**src/rtl/i2c_chunk_pkg.sv**
```systemverilog
package i2c_chunk_pkg;

  typedef enum logic [1:0] {
    RES_OK     = 2'd0,
    RES_REJECT = 2'd1,
    RES_SHORT  = 2'd2,
    RES_ENGERR = 2'd3
  } result_e;

  typedef enum logic [3:0] {
    S_IDLE, S_CHECK, S_SETUP, S_LOAD, S_ISSUE,
    S_WAIT, S_DRAIN, S_ADVANCE, S_ABORT, S_FINISH
  } seq_state_e;

  // control -> datapath
  typedef struct packed {
    logic    latch;
    logic    loadMsg;
    logic    setChunk;
    logic    stepByte;
    logic    advance;
    logic    setResult;
    result_e result;
  } seq_strobe_t;

  // datapath -> control
  typedef struct packed {
    logic noMsgs;
    logic invalid;
    logic isRead;
    logic lastByte;
    logic countOk;
    logic finalChunk;
  } seq_flag_t;

endpackage

```
**src/rtl/chunk_datapath.sv**
```systemverilog
module chunk_datapath
  import i2c_chunk_pkg::*;
#(
  parameter int MAX_MSGS  = 4,
  parameter int LENW      = 8,
  parameter int BUF_DEPTH = 4,
  localparam int NUMW = $clog2(MAX_MSGS + 1),
  localparam int IDXW = $clog2(MAX_MSGS),
  localparam int CHW  = $clog2(BUF_DEPTH + 1),
  localparam int CNTW = $clog2(BUF_DEPTH)
) (
  input  logic                     clk,
  input  logic                     rstN,
  input  seq_strobe_t              strb,
  output seq_flag_t                flags,
  input  logic [NUMW-1:0]          numMsgs,
  input  logic [MAX_MSGS*10-1:0]   msgAddr,
  input  logic [MAX_MSGS-1:0]      msgTenBit,
  input  logic [MAX_MSGS-1:0]      msgRead,
  input  logic [MAX_MSGS*LENW-1:0] msgLen,
  input  logic [CHW-1:0]           engXferCnt,
  output logic [7:0]               engAddrLo,
  output logic [7:0]               engAddrHi,
  output logic                     engTenBit,
  output logic [CNTW-1:0]          cmdCount,
  output logic                     cmdChain,
  output logic                     cmdRptStart,
  output logic                     cmdRead,
  output logic [1:0]               doneStatus
);

  logic [NUMW-1:0] numR;
  logic [9:0]      addrR [MAX_MSGS];
  logic [LENW-1:0] lenR  [MAX_MSGS];
  logic [MAX_MSGS-1:0] tenR, readR;

  logic [LENW-1:0] remaining;
  logic [IDXW-1:0] msgIdx;
  logic [CHW-1:0]  chunkSize;
  logic [CHW-1:0]  byteIdx;
  result_e         resultR;

  logic            lastMsg, msgDone, bad;
  logic [IDXW-1:0] nextIdx;
  logic [CHW-1:0]  sizeMinusOne;

  // descriptor latch
  always_ff @(posedge clk or negedge rstN) begin
    if (!rstN) begin
      numR  <= '0;
      tenR  <= '0;
      readR <= '0;
      for (int i = 0; i < MAX_MSGS; i++) begin
        addrR[i] <= '0;
        lenR[i]  <= '0;
      end
    end else if (strb.latch) begin
      numR  <= numMsgs;
      tenR  <= msgTenBit;
      readR <= msgRead;
      for (int i = 0; i < MAX_MSGS; i++) begin
        addrR[i] <= msgAddr[i*10 +: 10];
        lenR[i]  <= msgLen[i*LENW +: LENW];
      end
    end
  end

  // request validation over the active descriptors
  always_comb begin
    bad = !tenR[0] && (addrR[0] > 10'h07F);
    for (int i = 0; i < MAX_MSGS; i++) begin
      if (i < int'(numR)) begin
        if (lenR[i][LENW-1] || lenR[i] == '0) bad = 1'b1;
        if (addrR[i] != addrR[0] || tenR[i] != tenR[0]) bad = 1'b1;
      end
    end
  end

  // chunk walk
  assign nextIdx = msgIdx + IDXW'(1);

  always_ff @(posedge clk or negedge rstN) begin
    if (!rstN) begin
      remaining <= '0;
      msgIdx    <= '0;
      chunkSize <= '0;
      byteIdx   <= '0;
      resultR   <= RES_OK;
    end else begin
      if (strb.loadMsg) begin
        remaining <= lenR[0];
        msgIdx    <= '0;
      end
      if (strb.setChunk) begin
        chunkSize <= (remaining > LENW'(BUF_DEPTH)) ? CHW'(BUF_DEPTH)
                                                    : remaining[CHW-1:0];
        byteIdx   <= '0;
      end
      if (strb.stepByte) byteIdx <= byteIdx + CHW'(1);
      if (strb.advance) begin
        if (msgDone) begin
          msgIdx    <= nextIdx;
          remaining <= lenR[nextIdx];
        end else begin
          remaining <= remaining - LENW'(chunkSize);
        end
      end
      if (strb.setResult) resultR <= strb.result;
    end
  end

  assign lastMsg      = (int'(msgIdx) + 1) == int'(numR);
  assign msgDone      = remaining == LENW'(chunkSize);
  assign sizeMinusOne = chunkSize - CHW'(1);

  assign flags.noMsgs     = numR == '0;
  assign flags.invalid    = bad;
  assign flags.isRead     = readR[msgIdx];
  assign flags.lastByte   = byteIdx == sizeMinusOne;
  assign flags.countOk    = engXferCnt == chunkSize;
  assign flags.finalChunk = lastMsg && msgDone;

  // command word
  assign cmdCount    = sizeMinusOne[CNTW-1:0];
  assign cmdChain    = !msgDone;
  assign cmdRptStart = msgDone && !lastMsg;
  assign cmdRead     = readR[msgIdx];

  // address bytes
  assign engTenBit = tenR[0];
  assign engAddrLo = tenR[0] ? addrR[0][7:0] : {addrR[0][6:0], 1'b0};
  assign engAddrHi = tenR[0] ? {4'hF, 1'b0, addrR[0][9:8], 1'b0} : 8'h00;

  assign doneStatus = resultR;

endmodule

```
**src/rtl/chunk_control.sv**
```systemverilog
module chunk_control
  import i2c_chunk_pkg::*;
(
  input  logic        clk,
  input  logic        rstN,
  input  logic        startReq,
  input  seq_flag_t   flags,
  input  logic        engDone,
  input  logic        engErr,
  output seq_strobe_t strb,
  output logic        busy,
  output logic        cmdValid,
  output logic        abortCmd,
  output logic        wrByte,
  output logic        rdByte,
  output logic        doneValid
);

  seq_state_e state, nextState;

  always_ff @(posedge clk or negedge rstN) begin
    if (!rstN) state <= S_IDLE;
    else       state <= nextState;
  end

  always_comb begin
    nextState = state;
    strb      = '0;
    cmdValid  = 1'b0;
    abortCmd  = 1'b0;
    wrByte    = 1'b0;
    rdByte    = 1'b0;
    doneValid = 1'b0;
    unique case (state)
      S_IDLE: if (startReq) begin
        strb.latch = 1'b1;
        nextState  = S_CHECK;
      end
      S_CHECK: begin
        if (flags.noMsgs || flags.invalid) begin
          strb.setResult = 1'b1;
          strb.result    = flags.noMsgs ? RES_OK : RES_REJECT;
          nextState      = S_FINISH;
        end else begin
          strb.loadMsg = 1'b1;
          nextState    = S_SETUP;
        end
      end
      S_SETUP: begin
        strb.setChunk = 1'b1;
        nextState     = flags.isRead ? S_ISSUE : S_LOAD;
      end
      S_LOAD: begin
        wrByte        = 1'b1;
        strb.stepByte = 1'b1;
        if (flags.lastByte) nextState = S_ISSUE;
      end
      S_ISSUE: begin
        cmdValid  = 1'b1;
        nextState = S_WAIT;
      end
      S_WAIT: if (engDone) begin
        if (engErr) begin
          strb.setResult = 1'b1;
          strb.result    = RES_ENGERR;
          nextState      = S_FINISH;
        end else if (!flags.countOk) begin
          strb.setResult = 1'b1;
          strb.result    = RES_SHORT;
          nextState      = flags.finalChunk ? S_FINISH : S_ABORT;
        end else begin
          nextState = flags.isRead ? S_DRAIN : S_ADVANCE;
        end
      end
      S_DRAIN: begin
        rdByte        = 1'b1;
        strb.stepByte = 1'b1;
        if (flags.lastByte) nextState = S_ADVANCE;
      end
      S_ADVANCE: begin
        if (flags.finalChunk) begin
          strb.setResult = 1'b1;
          strb.result    = RES_OK;
          nextState      = S_FINISH;
        end else begin
          strb.advance = 1'b1;
          nextState    = S_SETUP;
        end
      end
      S_ABORT: begin
        abortCmd  = 1'b1;
        nextState = S_FINISH;
      end
      S_FINISH: begin
        doneValid = 1'b1;
        nextState = S_IDLE;
      end
      default: nextState = S_IDLE;
    endcase
  end

  assign busy = state != S_IDLE;

endmodule

```
**src/rtl/i2c_chunk_seq.sv**
```systemverilog
module i2c_chunk_seq
  import i2c_chunk_pkg::*;
#(
  parameter int MAX_MSGS  = 4,
  parameter int LENW      = 8,
  parameter int BUF_DEPTH = 4,
  localparam int NUMW = $clog2(MAX_MSGS + 1),
  localparam int CHW  = $clog2(BUF_DEPTH + 1),
  localparam int CNTW = $clog2(BUF_DEPTH)
) (
  input  logic                     clk,
  input  logic                     rstN,
  input  logic                     startReq,
  input  logic [NUMW-1:0]          numMsgs,
  input  logic [MAX_MSGS*10-1:0]   msgAddr,
  input  logic [MAX_MSGS-1:0]      msgTenBit,
  input  logic [MAX_MSGS-1:0]      msgRead,
  input  logic [MAX_MSGS*LENW-1:0] msgLen,
  output logic                     busy,
  output logic                     doneValid,
  output logic [1:0]               doneStatus,
  output logic [7:0]               engAddrLo,
  output logic [7:0]               engAddrHi,
  output logic                     engTenBit,
  output logic                     cmdValid,
  output logic [CNTW-1:0]          cmdCount,
  output logic                     cmdChain,
  output logic                     cmdRptStart,
  output logic                     cmdRead,
  output logic                     abortCmd,
  input  logic                     engDone,
  input  logic                     engErr,
  input  logic [CHW-1:0]           engXferCnt,
  output logic                     bufWrEn,
  output logic [7:0]               bufWrData,
  output logic                     bufRdEn,
  input  logic [7:0]               bufRdData,
  output logic                     txPop,
  input  logic [7:0]               txData,
  output logic                     rxValid,
  output logic [7:0]               rxData
);

  seq_strobe_t strb;
  seq_flag_t   flags;
  logic        wrByte, rdByte;

  chunk_control u_ctrl (
    .clk      (clk),
    .rstN     (rstN),
    .startReq (startReq),
    .flags    (flags),
    .engDone  (engDone),
    .engErr   (engErr),
    .strb     (strb),
    .busy     (busy),
    .cmdValid (cmdValid),
    .abortCmd (abortCmd),
    .wrByte   (wrByte),
    .rdByte   (rdByte),
    .doneValid(doneValid)
  );

  chunk_datapath #(
    .MAX_MSGS (MAX_MSGS),
    .LENW     (LENW),
    .BUF_DEPTH(BUF_DEPTH)
  ) u_dp (
    .clk        (clk),
    .rstN       (rstN),
    .strb       (strb),
    .flags      (flags),
    .numMsgs    (numMsgs),
    .msgAddr    (msgAddr),
    .msgTenBit  (msgTenBit),
    .msgRead    (msgRead),
    .msgLen     (msgLen),
    .engXferCnt (engXferCnt),
    .engAddrLo  (engAddrLo),
    .engAddrHi  (engAddrHi),
    .engTenBit  (engTenBit),
    .cmdCount   (cmdCount),
    .cmdChain   (cmdChain),
    .cmdRptStart(cmdRptStart),
    .cmdRead    (cmdRead),
    .doneStatus (doneStatus)
  );

  assign bufWrEn   = wrByte;
  assign txPop     = wrByte;
  assign bufWrData = txData;
  assign bufRdEn   = rdByte;
  assign rxValid   = rdByte;
  assign rxData    = bufRdData;

endmodule

```
**config.mk**
```make
export PLATFORM = sky130hd
export DESIGN_NAME = i2c_chunk_seq
export DESIGN_NICKNAME = d
export VERILOG_FILES = /design/src/rtl/i2c_chunk_pkg.sv /design/src/rtl/chunk_datapath.sv /design/src/rtl/chunk_control.sv /design/src/rtl/i2c_chunk_seq.sv
export SDC_FILE = /design/constraint.sdc
export NUM_CORES = 1
export LEC_CHECK = 0
export ABC_AREA = 0
export BUFFER_PORTS_ARGS = -buffer_cell sky130_fd_sc_hd__buf_2
export CAP_MARGIN = 15
export CORE_UTILIZATION = 58
export CTS_CLUSTER_DIAMETER = 150
export DETAILED_ROUTE_END_ITERATION = 8
export MAX_ROUTING_LAYER = met4
export PLACE_DENSITY = 0.89
export SLEW_MARGIN = 10
export SYNTH_ARGS = -nofsm -noshare
export SYNTH_HDL_FRONTEND = slang
export SYNTH_SLANG_ARGS = --single-unit
```
**constraint.sdc**
```tcl
create_clock -name clk -period 6.41 [get_ports clk]
set_clock_uncertainty 0.15 [all_clocks]
set_input_delay 0.641 -clock clk [delete_from_list [all_inputs] [get_ports clk]]
set_output_delay 0.641 -clock clk [all_outputs]
set_load 0.01 [all_outputs]
```
### Word-level counts from Yosys, hierarchy flattened

Cells that the tools add are included.

| storage, ports and cells | value |
|---|---|
| bits in registers | 105 |
| output and inout port bits | 48 |
| input bits | 107 |
| word-level logic and storage cells | 138 |

| operators by class | value |
|---|---|
| reduce and logical (&&, ||, !) cells | 25 |
| order comparisons | 8 |
| add/subtract/negate cells | 5 |
| eq/ne operators | 23 |
| bitwise logic cells | 1 |
| multiplexer cells | 59 |

Operator list:

| kind | number |
|---|---|
| 2-to-1 mux 8 bit | 7 |
| one-hot mux 4 bit (9 select lines) | 1 |
| equality test 32 x 4 -> 1 bit | 1 |
| logical NOT 8 bit | 4 |
| 2-to-1 mux 4 bit | 8 |
| != test 10 bit | 3 |
| 2-to-1 mux 1 bit | 28 |
| 2-to-1 mux 3 bit | 9 |
| binary-select mux 8 bit (select 2 bit) | 1 |
| equality test 4 x 3 -> 1 bit, second input constant | 4 |
| greater-than comparator 10 x 7 -> 1 bit, second input constant | 1 |
| one-hot mux 3 bit (3 select lines) | 1 |
| equality test 4 x 2 -> 1 bit, second input constant | 2 |
| equality test 4 bit, second input constant | 2 |
| equality test 8 x 3 -> 1 bit | 1 |
| greater-than comparator 8 x 3 -> 1 bit, second input constant | 1 |
| logical OR 1 bit | 8 |
| != test 2 bit, second input constant | 4 |
| subtractor 8 x 3 -> 8 bit | 1 |
| equality test 3 bit | 2 |
| less-than comparator 1 x 3 -> 1 bit, first input constant | 2 |
| less-than comparator 2 x 3 -> 1 bit, first input constant | 2 |
| 2-to-1 mux 2 bit | 3 |
| equality test 4 x 1 -> 1 bit, second input constant | 1 |
| other kinds (17) | 24 |

### Longest topological paths before layout

| depth | value |
|---|---|
| word-level depth | 19 |
| gate-level depth with buffers | 9 |
| depth with buffers taken out | 9 |

### By module

From an unflattened synthesis, not the netlist that was laid out.

| second synthesis, totals | value |
|---|---|
| cell total of the unflattened synthesis | 509 |
| area, all modules | 5889.4 µm² |

By module, submodules not included:

| module | times used | area an instance (µm²) | cells each | seq. area each (µm²) |
|---|---|---|---|---|
| chunk_datapath | 1 | 5157.4 | 414 | 2527.4 |
| chunk_control | 1 | 596.8 | 77 | 100.1 |
| i2c_chunk_seq | 1 | 135.1 | 18 | 0.0 |

### Least setup slack after synthesis

OpenSTA, ideal clock, no wires.

| path | value |
|---|---|
| path kind | register -> register |
| from | register u_dp.chunkSize[1] |
| to | register u_dp.remaining[5] |
| setup time | 126 ps |
| clock period less this slack | 2441 ps |
| slack | 3969 ps |
| stages on the path, launching flop included | 9 |
| required time | 6134 ps |
| path buffers | 0 |
| data arrival time | 2164 ps |
| cells stage by stage | dfrtp_1 inv_1 ha_1 nor2b_1 o21ai_0 or4b_2 xor2_1 a211oi_1 a311o_1 |

| on the way | value |
|---|---|
| longest elaborated chain between the ends | 5 |
| elaborated cells between the ends (all ways) | 8 |
| those cells by class | add/sub: 1; eq/ne: 1; mux: 4; reduce/logical: 2 |

RTL lines:

| what | line | text |
|---|---|---|
| start, declared | chunk_datapath.sv:39 | `logic [CHW-1:0] chunkSize;` |
| start signal, assigned | chunk_datapath.sv:95 | `chunkSize <= (remaining > LENW'(BUF_DEPTH)) ? CHW'(BUF_DEPTH)` |
| parallel branches: the longest is 5 deep, another holds subtractor 8 x 3 -> 8 bit | n/a |  |
| end signal, assigned | chunk_datapath.sv:91 | `remaining <= lenR[0];` |
| end signal, assigned | chunk_datapath.sv:103 | `remaining <= lenR[nextIdx];` |
| end signal, assigned | chunk_datapath.sv:105 | `remaining <= remaining - LENW'(chunkSize);` |
| end, declared | chunk_datapath.sv:37 | `logic [LENW-1:0] remaining;` |

Parallel ways; which one is timed is not known.
A chain may end at the register's enable or synchronous reset.

### Final worst setup path

| path | value |
|---|---|
| from | register u_dp.msgIdx[0] |
| to | output cmdRptStart |

| on the way | value |
|---|---|
| longest elaborated chain between the ends | 4 |

RTL lines:

| what | line | text |
|---|---|---|
| start, declared | chunk_datapath.sv:38 | `logic [IDXW-1:0] msgIdx;` |
| start signal, assigned | chunk_datapath.sv:102 | `msgIdx <= nextIdx;` |
| adder 2 x 1 -> 3 bit | chunk_datapath.sv:112 | `assign lastMsg = (int'(msgIdx) + 1) == int'(numR);` |
| equality test 32 x 4 -> 1 bit | chunk_datapath.sv:112 |  |
| logical NOT 1 bit | chunk_datapath.sv:126 | `assign cmdRptStart = msgDone && !lastMsg;` |
| logical AND 1 bit | chunk_datapath.sv:126 |  |
| end, declared | i2c_chunk_seq.sv:28 | `output logic cmdRptStart,` |

Every way passes these cells.

==> results.md <==
- The flow ran to the end, and the final reports show no timing, DRC or antenna violations.
- The pin slew with the least headroom to its limit is roughly 1.1 ns.
- The insertion delay to the later sink of the worst-skew pair is ~0.38 ns.
- The vertical die dimension is between 100 and 150 um.
- Summing over every cut layer, the via total after detailed routing is about 4200.
- Counting flops with a built-in enable in the synthesized netlist gives 0.
- The count of port buffers added during placement is 120.
- After the last flow step, the layout net total stands at about 700.
- The die is roughly 100 um wide.
- The start point of the critical path is u_dp.msgIdx[0].
- The final cycle utilization of the critical path is ~51%.
- The worst register-to-register path has a setup slack of between 3 and 4 ns.
- The flip-flop and latch count after synthesis is 105.
- The fraction of layout cells with a size suffix above 1 is 43.57%.
- From synthesis to final layout, the design area changed by 11.49%.
- STA classifies the critical path endpoint as an output port.
- The post-synthesis sequential area ratio is 44.77%.
- The via count normalized by instance count is ~5.9.
- Sorting the synthesized cells by how often they occur yields sky130_fd_sc_hd__dfrtp_1 (105), sky130_fd_sc_hd__mux2_2 (90), sky130_fd_sc_hd__buf_4 (26).
- In this run the power density over the cells is 517.3 nW/um2.
- Summing internal, switching and leakage power gives 0.003385 W.
- In this run the worst setup path terminates at cmdRptStart.
- Data on the critical path arrives at its endpoint at 2.45 ns.
- The maximum vdd ir drop is roughly 0.00028 V.
- The highest layer touched by signal routing is met4.
- The most instantiated flip-flop cell in the synthesis netlist is sky130_fd_sc_hd__dfrtp_1.
- The via count of the first global-routing pass is ~4200.
- The gate count of the mapped netlist is between 500 and 600.
- The tree built by TritonCTS fans out to between 100 and 150 sinks.
- The total number of placement rows is 36.
- The beginning of the worst register-to-register path is u_dp.tenR[0].
- Setup violations remaining at the end of the flow were counted as 0.
- The level count of the clock H-tree is 3.
- The cell type with the largest total area after synthesis is sky130_fd_sc_hd__dfrtp_1.
- Yosys printed 0 warnings.
- The maximum clock insertion buffer count is 2.
- Pin placement for this block handled 155 I/O pins.
- The starting DRC count in detailed routing is 186.
- Measured in cells, the most critical reg-to-reg path has a length of 6.
- The die covers ~11000 um2.
- The count of inserted antenna diode cells is 0.
- The synthesized netlist contains 66 unique library cells.
- After synthesis the cells add up to between 5000 and 6000 um2.
- The nature of the critical path startpoint is a flop.
- The first TritonRoute pass finished after 6 iterations.
- The detailed router put a total of 5.170 mm of wire on met1.
- The layout filler cell count is 758.
- The total DRC errors in the routed layout is 0.
- The required time at the endpoint of the critical path is ~5.6 ns.
- Buffers inserted during clock tree synthesis total 9.
- For this design the static power due to leakage is just under 3 nW.
- The routed design uses between 6 and 7 mm of met2 wire.
- In the synthesized netlist the async set-or-reset flop fraction comes to 100.0%.
- The routed design uses 1.002 mm of met3 wire.
- The residual antenna-violating net count after detailed routing is 0.
- Each instance of the synthesized netlist takes up on average between 10 and 15 um2.
- Detailed placement ended at an HPWL of approximately 9.8 mm.
- TritonCTS built the clock tree.
- After global routing the overflow that remains totals 0.
- The first global-routing pass estimated between 20 and 25 mm of wire.
- The initial antenna violation count is 0.
- Global routing consumed, over all layers together, 27.19% of the routing resources.
- The total count of hold-check failures in the final report is 0.
- The worst register-to-register path ends at u_dp.remaining[4].
- The buffer type at the clock tree root is sky130_fd_sc_hd__clkbuf_8.
- Entering global routing, the biggest net connects 90 pins.
- The critical path in this run is classified as reg2out.
- The worst pin sits at a relative slew slack of between 20% and 30%.
- The routability congestion estimate from global placement is 0.8756.
- In this run the biggest area consumer among cell types represents between 40% and 50% of the synthesized area.
- The number of max-slew violations in the final report came to 0.
- The clock slew at the register clock pins of the worst setup and hold paths is about 0.11 ns.
- Post-CTS timing repair inserted 0 buffers for setup.
- The maximum net fanout on the critical path is 13.
- After detailed routing, the total wire length is between 10 and 15 mm.
- The total negative slack is 0 ns.
- Setup repair after global routing left no endpoint under its margin.
- The top achievable clock speed is about 300 MHz.
- The tool flagged a number of max-cap violations equal to 0.
- The region available for standard cell placement spans slightly below 10000 um2.
- Once the floorplan was initialized, standard cells occupied 60.05% of the core.
- The minimum clock period is 3.240 ns.
- The routed wire length per instance is roughly 19 um.
- The worst min-delay path category is in2reg.
- After synthesis, the cell types taking the most area are sky130_fd_sc_hd__dfrtp_1 (45%), sky130_fd_sc_hd__mux2_2 (17%), sky130_fd_sc_hd__xor2_1 (3.7%).
- The most used standard cell by instance count after synthesis is sky130_fd_sc_hd__dfrtp_1.
area by class of cell:
type	instances	area, um2	share of cell area, %
multi-input cells	327	2851	43.58
clock inverters	4	60.06	0.9178
well taps	133	166.4	2.543
clock buffers	12	145.1	2.218
flip-flops and latches	105	2628	40.15
repair buffers	123	648.1	9.904
inverters	12	45.04	0.6883
registers in the layout (all words and copies together) (netlist names):
register and cells:
u_dp.numR 3, u_dp.msgIdx 2, u_dp.byteIdx 3, u_dp.doneStatus 2, u_dp.remaining 8, u_dp.addrR 40, u_dp.lenR 32, u_dp.tenR 4
u_dp.readR 4, u_dp.chunkSize 3, u_ctrl.state 4
metal layers:
| layer | track usage (%) | vias up |
|---|---|---|
| li1 | - | 1909 |
| met1 | 32.57 | 2091 |
| met2 | 45.69 | 175 |
| met3 | 6.169 | 24 |
| met4 | 8.462 | 0 |
| met5 | - | - |
worst max-delay path, stage by stage, from the launching register on:
cell                      delay (ns)
sky130_fd_sc_hd__dfrtp_1        0.58
sky130_fd_sc_hd__ha_1           0.72
sky130_fd_sc_hd__xnor2_1        0.17
sky130_fd_sc_hd__nand3_1        0.21
sky130_fd_sc_hd__and2_1         0.26
sky130_fd_sc_hd__buf_2          0.14
power by group:
group	switching, W	leakage (nW)	internal, W
clock	0.000233	0.101	0.000197
combinational	0.000724	1.53	0.000856
sequential	0.000402	1.27	0.000972
through the flow:
| step | util [%] | hold WS, ns | setup slack (ns) | std cells | area [um2] |
|---|---|---|---|---|---|
| floorplan | - | 0.1954 | 3.969 | 502 | 5873 |
| global route | 66.95 | 0.3203 | 2.974 | 716 | 6544 |
| detailed placement | 64.46 | 0.3561 | 3.556 | 698 | 6301 |
| global placement | 64.46 | 0.3361 | 3.637 | 698 | 6301 |
| CTS | 66.67 | 0.3151 | 3.124 | 715 | 6516 |
| finish | 66.95 | 0.3285 | 3.170 | 716 | 6544 |
kinds of logic (layout without fill, tap and decap cells):
logic type	count (synthesis)	in the layout	share of synthesized area (%)
simple gates	109	109	10.04
flops	105	105	44.77
mux	100	100	20.89
buf+inv	70	151	6.843
compound gates	60	60	8.442
xor+xnor	48	48	7.163
fa+ha+maj	8	8	1.791
other cells	1	2	0.06389
how the worst min path moves through the flow:
stage	slack, ns	end	depth (start not counted)	from
after floorplan	0.20	u_ctrl.state[0]	0	rstN
after global placement	0.34	u_dp.chunkSize[0]	2	u_dp.remaining[0]
after detailed placement	0.36	u_dp.byteIdx[2]	1	rstN
after CTS	0.32	u_dp.addrR[38]	2	msgAddr[8]
after global routing	0.32	u_dp.addrR[30]	2	msgAddr[0]
final	0.33	u_dp.addrR[38]	2	msgAddr[8]
timing repair:
action / in CTS / in global routing
hold endpoints to repair: 16 / 0
hold buffers: 1 / 0
gates resized for setup: 0 / 0
cells in the final DEF, fill, tap and decap left out, drive strengths merged, types with 2 or more instances in the layout:
master,count
mux2,90
nor3,14
o22ai,3
or4,3
buf,122
or4b,2
ha,6
nand3,10
o21bai,2
nand4,5
a311o,3
a21oi,12
clkbuf,12
a21o,2
and2,5
conb,2
nor2,18
xor2,25
o31ai,3
a211oi,4
o21ai,10
nand2b,7
nand2,24
a2111oi,2
nor4,10
xnor2,23
mux4,9
nor2b,4
or3,3
inv,14
a221o,2
dfrtp,105
o221ai,4
(Power assumes the default switching activity.)
